`src/rtl/lcd_cs_pkg.sv`:
```
package lcd_cs_pkg;
    typedef enum logic [1:0] {
        ST_IDLE  = 2'd0,
        ST_RUN   = 2'd1,
        ST_DRAIN = 2'd2
    } run_state_t;

    localparam int STAT_W       = 7;
    localparam int SB_DONE      = 0;
    localparam int SB_VSYNC     = 1;
    localparam int SB_SYNC_LOST = 2;
    localparam int SB_ACB       = 3;
    localparam int SB_LINE      = 4;
    localparam int SB_UNDERFLOW = 5;
    localparam int SB_PAL       = 6;

    localparam int IE_W         = 5;
    localparam int CB_EN        = 0;
    localparam int CB_IE_LO     = 2;
    localparam int CB_TFT       = 7;
    localparam int CB_LM_LO     = 20;
    localparam int LM_W         = 2;

    // interrupt-enable vector positions (relative to CB_IE_LO)
    localparam int IE_VSYNC     = 0;
    localparam int IE_DONE      = 1;
    localparam int IE_PAL       = 2;
    localparam int IE_LINE_LOW  = 3;
    localparam int IE_LINE      = 4;

    localparam logic [LM_W-1:0] LM_PAL_ONLY = 2'b01;
endpackage

```
`src/rtl/lcd_cs_fsm.sv`:
```
module lcd_cs_fsm
    import lcd_cs_pkg::*;
(
    input  logic       clk,
    input  logic       rst_n,
    input  logic       en_rise,
    input  logic       en_fall,
    input  logic       frame_end,
    output logic       busy_o,
    output logic       done_set_o
);
    run_state_t state_q, state_d;

    always_ff @(posedge clk or negedge rst_n) begin
        if (!rst_n) state_q <= ST_IDLE;
        else        state_q <= state_d;
    end

    always_comb begin
        state_d    = state_q;
        done_set_o = 1'b0;
        unique case (state_q)
            ST_IDLE:  if (en_rise) state_d = ST_RUN;
            ST_RUN:   if (en_fall) state_d = ST_DRAIN;
            ST_DRAIN: begin
                if (en_rise) begin
                    state_d = ST_RUN;
                end else if (frame_end) begin
                    state_d    = ST_IDLE;
                    done_set_o = 1'b1;
                end
            end
            default:  state_d = ST_IDLE;
        endcase
    end

    always_comb begin
        busy_o = (state_q != ST_IDLE);
    end
endmodule

```
`src/rtl/lcd_cs_status.sv`:
```
module lcd_cs_status
    import lcd_cs_pkg::*;
(
    input  logic              clk,
    input  logic              rst_n,
    input  logic [STAT_W-1:0] set_i,
    input  logic [STAT_W-1:0] w1c_i,
    input  logic              en_rise,
    input  logic              en_fall,
    input  logic              pal_only,
    output logic [STAT_W-1:0] stat_q
);
    logic [STAT_W-1:0] clr;
    logic              unused_w1c;

    assign unused_w1c = ^{w1c_i[SB_DONE], w1c_i[SB_SYNC_LOST], w1c_i[SB_UNDERFLOW]};

    for (genvar i = 0; i < STAT_W; i++) begin : g_clr
        if (i == SB_DONE) begin : g_done
            assign clr[i] = en_rise;
        end else if (i == SB_SYNC_LOST || i == SB_UNDERFLOW) begin : g_err
            assign clr[i] = en_fall;
        end else if (i == SB_PAL) begin : g_pal
            assign clr[i] = pal_only ? w1c_i[i] : en_fall;
        end else begin : g_w1c
            assign clr[i] = w1c_i[i];
        end
    end

    always_ff @(posedge clk or negedge rst_n) begin
        if (!rst_n) stat_q <= '0;
        else        stat_q <= set_i | (stat_q & ~clr);
    end
endmodule

```
`src/rtl/lcd_cs_irq.sv`:
```
module lcd_cs_irq
    import lcd_cs_pkg::*;
(
    input  logic              clk,
    input  logic              rst_n,
    input  logic [STAT_W-1:0] stat_i,
    input  logic [IE_W-1:0]   ie_i,
    output logic              irq_o
);
    logic irq_d;
    logic unused_acb;

    assign unused_acb = stat_i[SB_ACB];

    always_comb begin
        irq_d = (stat_i[SB_VSYNC] & ie_i[IE_VSYNC])
              | (stat_i[SB_DONE]  & ie_i[IE_DONE])
              | (stat_i[SB_PAL]   & ie_i[IE_PAL])
              | (~stat_i[SB_LINE] & ie_i[IE_LINE_LOW])
              | (stat_i[SB_LINE]  & ie_i[IE_LINE])
              | stat_i[SB_SYNC_LOST]
              | stat_i[SB_UNDERFLOW];
    end

    always_ff @(posedge clk or negedge rst_n) begin
        if (!rst_n) irq_o <= 1'b0;
        else        irq_o <= irq_d;
    end
endmodule

```
`src/rtl/lcd_ctl_status.sv`:
```
module lcd_ctl_status
    import lcd_cs_pkg::*;
#(
    parameter int ADDR_W = 8,
    parameter int DATA_W = 32,
    parameter logic [ADDR_W-1:0] CTRL_ADDR = 'h00,
    parameter logic [ADDR_W-1:0] STAT_ADDR = 'h10
) (
    input  logic              clk,
    input  logic              rst_n,
    input  logic [ADDR_W-1:0] bus_addr,
    input  logic              bus_wr,
    input  logic [DATA_W-1:0] bus_wdata,
    output logic [DATA_W-1:0] bus_rdata,
    input  logic              frame_end,
    input  logic              ev_vsync,
    input  logic              ev_sync_lost,
    input  logic              ev_acb,
    input  logic              ev_line,
    input  logic              ev_fuf,
    input  logic              ev_pal,
    output logic              enable_o,
    output logic              busy_o,
    output logic              tft_o,
    output logic [1:0]        load_mode_o,
    output logic              irq_o
);
    logic              en_q;
    logic [IE_W-1:0]   ie_q;
    logic              tft_q;
    logic [LM_W-1:0]   lm_q;
    logic              ctrl_wr, stat_wr;
    logic              en_rise, en_fall;
    logic              done_set;
    logic [STAT_W-1:0] ev_vec, w1c, stat_q;
    logic [DATA_W-1:0] ctrl_word;
    logic              unused_wdata;

    assign ctrl_wr = bus_wr && (bus_addr == CTRL_ADDR);
    assign stat_wr = bus_wr && (bus_addr == STAT_ADDR);
    assign en_rise = ctrl_wr &  bus_wdata[CB_EN] & ~en_q;
    assign en_fall = ctrl_wr & ~bus_wdata[CB_EN] &  en_q;
    assign unused_wdata = ^{bus_wdata[DATA_W-1:CB_LM_LO+LM_W], bus_wdata[CB_LM_LO-1:CB_TFT+1],
                            bus_wdata[1]};

    always_ff @(posedge clk or negedge rst_n) begin
        if (!rst_n) begin
            en_q  <= 1'b0;
            ie_q  <= '0;
            tft_q <= 1'b0;
            lm_q  <= '0;
        end else if (ctrl_wr) begin
            en_q  <= bus_wdata[CB_EN];
            ie_q  <= bus_wdata[CB_IE_LO +: IE_W];
            tft_q <= bus_wdata[CB_TFT];
            lm_q  <= bus_wdata[CB_LM_LO +: LM_W];
        end
    end

    lcd_cs_fsm u_fsm (
        .clk        (clk),
        .rst_n      (rst_n),
        .en_rise    (en_rise),
        .en_fall    (en_fall),
        .frame_end  (frame_end),
        .busy_o     (busy_o),
        .done_set_o (done_set)
    );

    assign ev_vec = {ev_pal, ev_fuf, ev_line, ev_acb, ev_sync_lost, ev_vsync, done_set};
    assign w1c    = stat_wr ? bus_wdata[STAT_W-1:0] : '0;

    lcd_cs_status u_status (
        .clk      (clk),
        .rst_n    (rst_n),
        .set_i    (ev_vec),
        .w1c_i    (w1c),
        .en_rise  (en_rise),
        .en_fall  (en_fall),
        .pal_only (lm_q == LM_PAL_ONLY),
        .stat_q   (stat_q)
    );

    lcd_cs_irq u_irq (
        .clk    (clk),
        .rst_n  (rst_n),
        .stat_i (stat_q),
        .ie_i   (ie_q),
        .irq_o  (irq_o)
    );

    always_comb begin
        ctrl_word                      = '0;
        ctrl_word[CB_EN]               = en_q;
        ctrl_word[CB_IE_LO +: IE_W]    = ie_q;
        ctrl_word[CB_TFT]              = tft_q;
        ctrl_word[CB_LM_LO +: LM_W]    = lm_q;
    end

    always_comb begin
        bus_rdata = '0;
        if (bus_addr == CTRL_ADDR)      bus_rdata = ctrl_word;
        else if (bus_addr == STAT_ADDR) bus_rdata[STAT_W-1:0] = stat_q;
    end

    assign enable_o    = en_q;
    assign tft_o       = tft_q;
    assign load_mode_o = lm_q;
endmodule

```
`config.mk`:
```
export PLATFORM = sky130hd
export DESIGN_NAME = lcd_ctl_status
export DESIGN_NICKNAME = d
export VERILOG_FILES = /design/src/rtl/lcd_cs_pkg.sv /design/src/rtl/lcd_cs_fsm.sv /design/src/rtl/lcd_cs_status.sv /design/src/rtl/lcd_cs_irq.sv /design/src/rtl/lcd_ctl_status.sv
export SDC_FILE = /design/constraint.sdc
export NUM_CORES = 1
export LEC_CHECK = 0
export BUFFER_PORTS_ARGS = -buffer_cell sky130_fd_sc_hd__buf_2
export CAP_MARGIN = 0
export CORE_ASPECT_RATIO = 1.4
export CORE_UTILIZATION = 37
export CTS_CLUSTER_DIAMETER = 40
export CTS_CLUSTER_SIZE = 14
export DETAILED_ROUTE_END_ITERATION = 7
export PLACE_DENSITY = 0.85
export SLEW_MARGIN = 10
export SYNTH_ARGS = -nofsm -noshare
export SYNTH_HDL_FRONTEND = slang
export SYNTH_SLANG_ARGS = --single-unit
```
`constraint.sdc`:
```
create_clock -name clk -period 1.4 [get_ports clk]
set_input_delay 0.28 -clock clk [delete_from_list [all_inputs] [get_ports clk]]
set_output_delay 0.28 -clock clk [all_outputs]
set_load 0.02 [all_outputs]
```
# Word-level counts from Yosys, hierarchy flattened
# Index checks and enable logic that the tools add are counted.
dict set report classes {
  addsub 0
  multipliers 0
  div_mod_pow 0
  n_lt_le_gt_ge 0
  n_eq_ne 7
  shifts 0
  muxes 13
  bitwise_logic 21
  reduce_logical 6
}
# operator n
set op_table {}
lappend op_table {{7-bit 2-to-1 mux} 3}
lappend op_table {{15-bit 2-to-1 mux} 1}
lappend op_table {{1-bit AND} 9}
lappend op_table {{8-bit by 5-bit equality test with 1-bit output (second input constant)} 1}
lappend op_table {{8-bit logical NOT} 1}
lappend op_table {{2-bit 2-to-1 mux} 4}
lappend op_table {{7-bit AND} 1}
lappend op_table {{7-bit NOT} 1}
lappend op_table {{7-bit OR} 1}
lappend op_table {{1-bit OR} 6}
lappend op_table {{2-bit case mux with 3 select lines} 1}
lappend op_table {{2-bit by 1-bit equality test with 1-bit output (second input constant)} 2}
lappend op_table {{1-bit 2-to-1 mux} 4}
lappend op_table {{3-bit != test (second input constant)} 1}
lappend op_table {{1-bit NOT} 3}
lappend op_table {{3-bit AND reduction} 1}
lappend op_table {{2-bit equality test (second input constant)} 1}
lappend op_table {{1-bit logical AND} 2}
lappend op_table {{2-bit logical NOT} 1}
lappend op_table {{2-bit by 1-bit != test with 1-bit output (second input constant)} 1}
lappend op_table {{2-bit != test (second input constant)} 1}
lappend op_table {{2-bit nonzero test} 1}
dict set report totals {
  register_bits 19
  latchBits 0
  mem_bits_rw 0
  romBits 0
  in_bits 50
  out_inout_bits 38
  mem_count 0
}

# Depth between registers and ports, before layout
dict set report depth {
  depth_word 8
  mapped_depth 4
}

# Cells and area by module
# A second synthesis with hierarchy kept.
dict set report hier_totals {
  hier_cells 110
  hier_area_um2 1174.9
}
# mod n_inst cells_per_inst area_per_inst_um2 seq_area_each_um2
set modules_own_cells {}
lappend modules_own_cells {lcd_ctl_status 1 75 757.0 225.2}
lappend modules_own_cells {lcd_cs_status 1 20 256.5 175.2}
lappend modules_own_cells {lcd_cs_fsm 1 10 101.3 50.0}
lappend modules_own_cells {lcd_cs_irq 1 5 60.1 25.0}

# Worst setup path before layout
# Ideal clock, no wire load.
dict set report synth_path {
  path_type {in2out}
  start {in bus_addr[1]}
  end {out bus_rdata[0]}
  t_arrival_ps 1244
  required_time_ps 1120
  slack_ps -124
  path_stages 3
  path_buffers 0
  cell_sequence {or4_4 nor2_4 a22o_1}
}
dict set report synth_via {
  elab_chain_cells 3
  elab_cells_between_ends 4
  classes_between {eq/ne (1); mux (2); reduce/logical (1)}
}
# element line
set synth_lines {}
lappend synth_lines {{start: declaration} lcd_ctl_status.sv:11} ;# input logic [ADDR_W-1:0] bus_addr,
lappend synth_lines {{8-bit by 5-bit equality test with 1-bit output} lcd_ctl_status.sv:103} ;# else if (bus_addr == STAT_ADDR) bus_rdata[STAT_W-1:0] = stat_q;
lappend synth_lines {{7-bit 2-to-1 mux} lcd_ctl_status.sv:103}
lappend synth_lines {{7-bit 2-to-1 mux (*)} lcd_ctl_status.sv:102} ;# if (bus_addr == CTRL_ADDR) bus_rdata = ctrl_word;
lappend synth_lines {{end: declaration} lcd_ctl_status.sv:14} ;# output logic [DATA_W-1:0] bus_rdata,
# Every way passes the cells marked *; elsewhere a longest branch is shown, timed or not.

# Worst setup path in the final report
dict set report layout_path {
  start {in bus_addr[7]}
  end {out bus_rdata[3]}
}
# The elaborated chain is that of the path after synthesis.

==> metrics.cfg <==
[status]
outcome=finished with violations
failed_checks=setup timing

[clock_tree]
worstSkewPairLatency_ns=0.26
cts.sink_count=19
cts_tree=built
clock_tree.buffer_depth=2
cts_inserted_buffers=3
ctsHtreeMaxLevel=1
ctsRootBufferMaster=sky130_fd_sc_hd__clkbuf_8
clock_transition_at_the_registers_of_the_reported_paths_ns=0.07

[sta]
setup_viol=22
rsz0062_at_grt=true
timing.final.max_slew_violations=0
hold_viol_final=0
finalCritPeriodShare_pct=125
finClkSkew_ns=0.00519
max_freq_ghz=0.572
period_needed_ns=1.75
setup_slack_ns=-0.349

[routing]
via_density_per_instance=5.09
final_antenna_net_count=0
wl_per_cell_microns=14.7
drc=0
routed-via-count=1089
drt-pass1-iter-count=2
detail_route.wirelength_mm=3.14
drt_iter0_drc=13

[yosys]
synth_xor_xnor_area_share_pct=0
main_combinational_cell_family_by_area_after_synthesis=simple AND/OR/NAND/NOR gates
post_synth_fa_ha_maj_area_fraction_pct=0
async_reset_ff_share_pct=100
synth_seq_area_share_pct=38.7
synth.most_common_cell=sky130_fd_sc_hd__buf_4
synth_compound_area_share_pct=13.5
post_synth_instance_area_sq_mm=0.00123
ys_seq_elements=19
synthMuxAreaShare_pct=8.15
synth_top_cells_by_area=sky130_fd_sc_hd__dfrtp_1 (39%), sky130_fd_sc_hd__buf_4 (13%), sky130_fd_sc_hd__mux2_2 (7.3%), sky130_fd_sc_hd__a22o_1 (4.3%), sky130_fd_sc_hd__nor4_4 (3.5%)
synth_edf_count=0
synth_top_flop_cell=sky130_fd_sc_hd__dfrtp_1
yosys_synthesis_warning_count=0
post_synth_and_or_nand_nor_area_fraction_pct=23.2
post_synthesis_instance_total=109
synth.distinct_cells=41
avgSynthCellArea_sq_um=11.3
post_synth_most_frequent_cells=sky130_fd_sc_hd__buf_4 (22), sky130_fd_sc_hd__dfrtp_1 (19), sky130_fd_sc_hd__mux2_2 (8)
synthDominantCellAreaShare_pct=38.7
synth.largest_area_cell=sky130_fd_sc_hd__dfrtp_1

[cells_and_area]
nNetsFinal=226
final_cell_count_no_fill=214
layout.core_utilization_pct=57.4
final_design_area_no_fill_sq_mm=0.00181
number_of_diodes=0
layout-drive-gt1-share_pct=56.0
area.growth.synth_to_final_pct=47.5

[critical_path]
cpPeakStageDelay_ns=0.26
cells_along_the_critical_path=buf_2 -> buf_4 -> nor4b_4 -> and2_0 -> buf_4 -> a22o_4 -> buf_6
path_delay_family=buffers and inverters
worst_r2r_path_depth=3
crit_end=bus_rdata[3]
r2r_start=enable_o$_DFFE_PN0N_
critical_path.endpoint_type=output pin
worst-setup-path-type=input pin to output pin
required_ns=1.12
timing.critical_path.from=bus_addr[7]
reg2reg_end=u_status.stat_q[2]$_DFF_PN0_
worst-path-max-fanout=6
slowest_stage=sky130_fd_sc_hd__nor4b_4
regToRegSetupSlack_ns=0.23
timing.critical_path.from_type=input pin
timing.critical_path.depth=7
critPathArrivalTime_ns=1.47
crit_path_frequent_cell=sky130_fd_sc_hd__buf_4
timing.critical_path.buf_inv=4

[grt]
via_count_of_the_first_global_routing_pass=1097
overflow=0
grt_start_max_net_pins=20
wire_length_of_the_first_global_routing_pass_mm=4.90
grt_usage_pct=18.2
grt_antenna_before_repair=0

[floorplan]
floorplan.rows=24
core_box_area_sq_mm=0.00315
top_level_ports=88
die_height_microns=70.2
die_outline_area_sq_mm=0.00356
initial_standard_cell_utilization_of_the_core_pct=38.9
die_w_microns=50.7

[placement]
gpl.final_weighted_congestion=0.765
numPlacedInstances=202
placed_cell_area_sq_mm=0.00155
buffer_ports.inserted=43
dp.final_hpwl_mm=2.17
dp_slack_ns=-0.383

[worst_hold_path]
class_of_the_most_critical_hold_timing_path=input pin to flop

[pwr]
design_power_total_uw=1190
power_leakage_uw=0.000868
irDropWorstVdd_mv=0.690
power.density_cell_area_mw_per_mm2=655

[run]
max_cap_viol_count=0

-- placed cells by master, fill, tap and decap left out, types with 2 or more instances in the layout --
master,n
sky130_fd_sc_hd__or4_4,2
sky130_fd_sc_hd__nand4_1,5
sky130_fd_sc_hd__clkbuf_8,3
sky130_fd_sc_hd__buf_4,15
sky130_fd_sc_hd__a22o_4,6
sky130_fd_sc_hd__nand3_4,2
sky130_fd_sc_hd__buf_6,22
sky130_fd_sc_hd__nor2_1,2
sky130_fd_sc_hd__dfrtp_1,19
sky130_fd_sc_hd__conb_1,22
sky130_fd_sc_hd__a211o_1,2
sky130_fd_sc_hd__mux2_2,8
sky130_fd_sc_hd__a21o_1,5
sky130_fd_sc_hd__nor2b_1,2
sky130_fd_sc_hd__nor4_4,2
sky130_fd_sc_hd__and3_4,4
sky130_fd_sc_hd__inv_1,2
sky130_fd_sc_hd__buf_2,28
-- area by class of cell --
| cell class | count | area [sq um] |
|---|---|---|
| Clock inverter | 1 | 5.00 |
| Timing Repair Buffer | 66 | 510 |
| Inverter | 2 | 7.51 |
| Fill cell | 258 | 1340 |
| Multi-Input combinational cell | 84 | 722 |
| Clock buffer | 3 | 41.3 |
| Tap cell | 39 | 48.8 |
| Sequential cell | 19 | 475 |
-- sequential cells by signal (all words and copies together), names as in the netlist --
name	cells
tft_o	1
u_status.stat_q	7
ie_q	5
enable_o	1
load_mode_o	2
u_irq.irq_o	1
u_fsm.state_q	2
-- layer usage --
layer | wire length [microns] | global-route usage [%] | share of wire (%)
met2 | 1750 | 34.5 | 56
met4 | 94 | 7.41 | 3.0
met1 | 1120 | 19.0 | 36
met3 | 169 | 2.83 | 5.4
met5 | 0 | 0 | 0
-- kinds of logic (layout without fill, tap and decap cells) --
kind of cell | count (synthesis) | in the layout
AND/OR/NAND/NOR | 32 | 33
flip-flops | 19 | 19
multiplexers | 9 | 9
AO/OA/AOI/OAI | 20 | 20
other | 1 | 22
buffers and inverters | 28 | 72
-- power breakdown --
group | internal (uW) | leakage [uW] | switching, uW
registers | 561 | 0.000222 | 15.7
clock network | 198 | 0.0000255 | 183
logic | 93.5 | 0.000620 | 135
-- worst min path at each step --
stage,start,endpoint,slack (ns),depth (start not counted)
after floorplan,rst_n,enable_o$_DFFE_PN0N_,-0.02,0
after global placement,rst_n,u_status.stat_q[4]$_DFF_PN0_,0.24,1
after detailed placement,rst_n,u_status.stat_q[2]$_DFF_PN0_,0.24,1
after CTS,ev_fuf,u_status.stat_q[5]$_DFF_PN0_,0.20,2
after global routing,ev_vsync,u_status.stat_q[1]$_DFF_PN0_,0.20,2
final,ev_fuf,u_status.stat_q[5]$_DFF_PN0_,0.19,2
-- per-stage QoR --
step / TNS, ns / hold WS (ns)
after CTS: -2.85 / 0.195
after detailed placement: -6.97 / 0.236
after floorplan: -0.602 / -0.0156
final: -3.45 / 0.194
after global placement: -6.75 / 0.237
after global routing: -4.51 / 0.199
-- what timing repair did --
action,4_1_cts,5_1_grt
hold buffers,1,0
endpoints found under the hold margin,19,0
gates cloned,0,1
endpoints found under the setup margin,13,25
buffers inserted,6,2
pin swaps,13,19
gates resized for setup,27,13
Note: power is estimated with default switching activity, not from simulation.
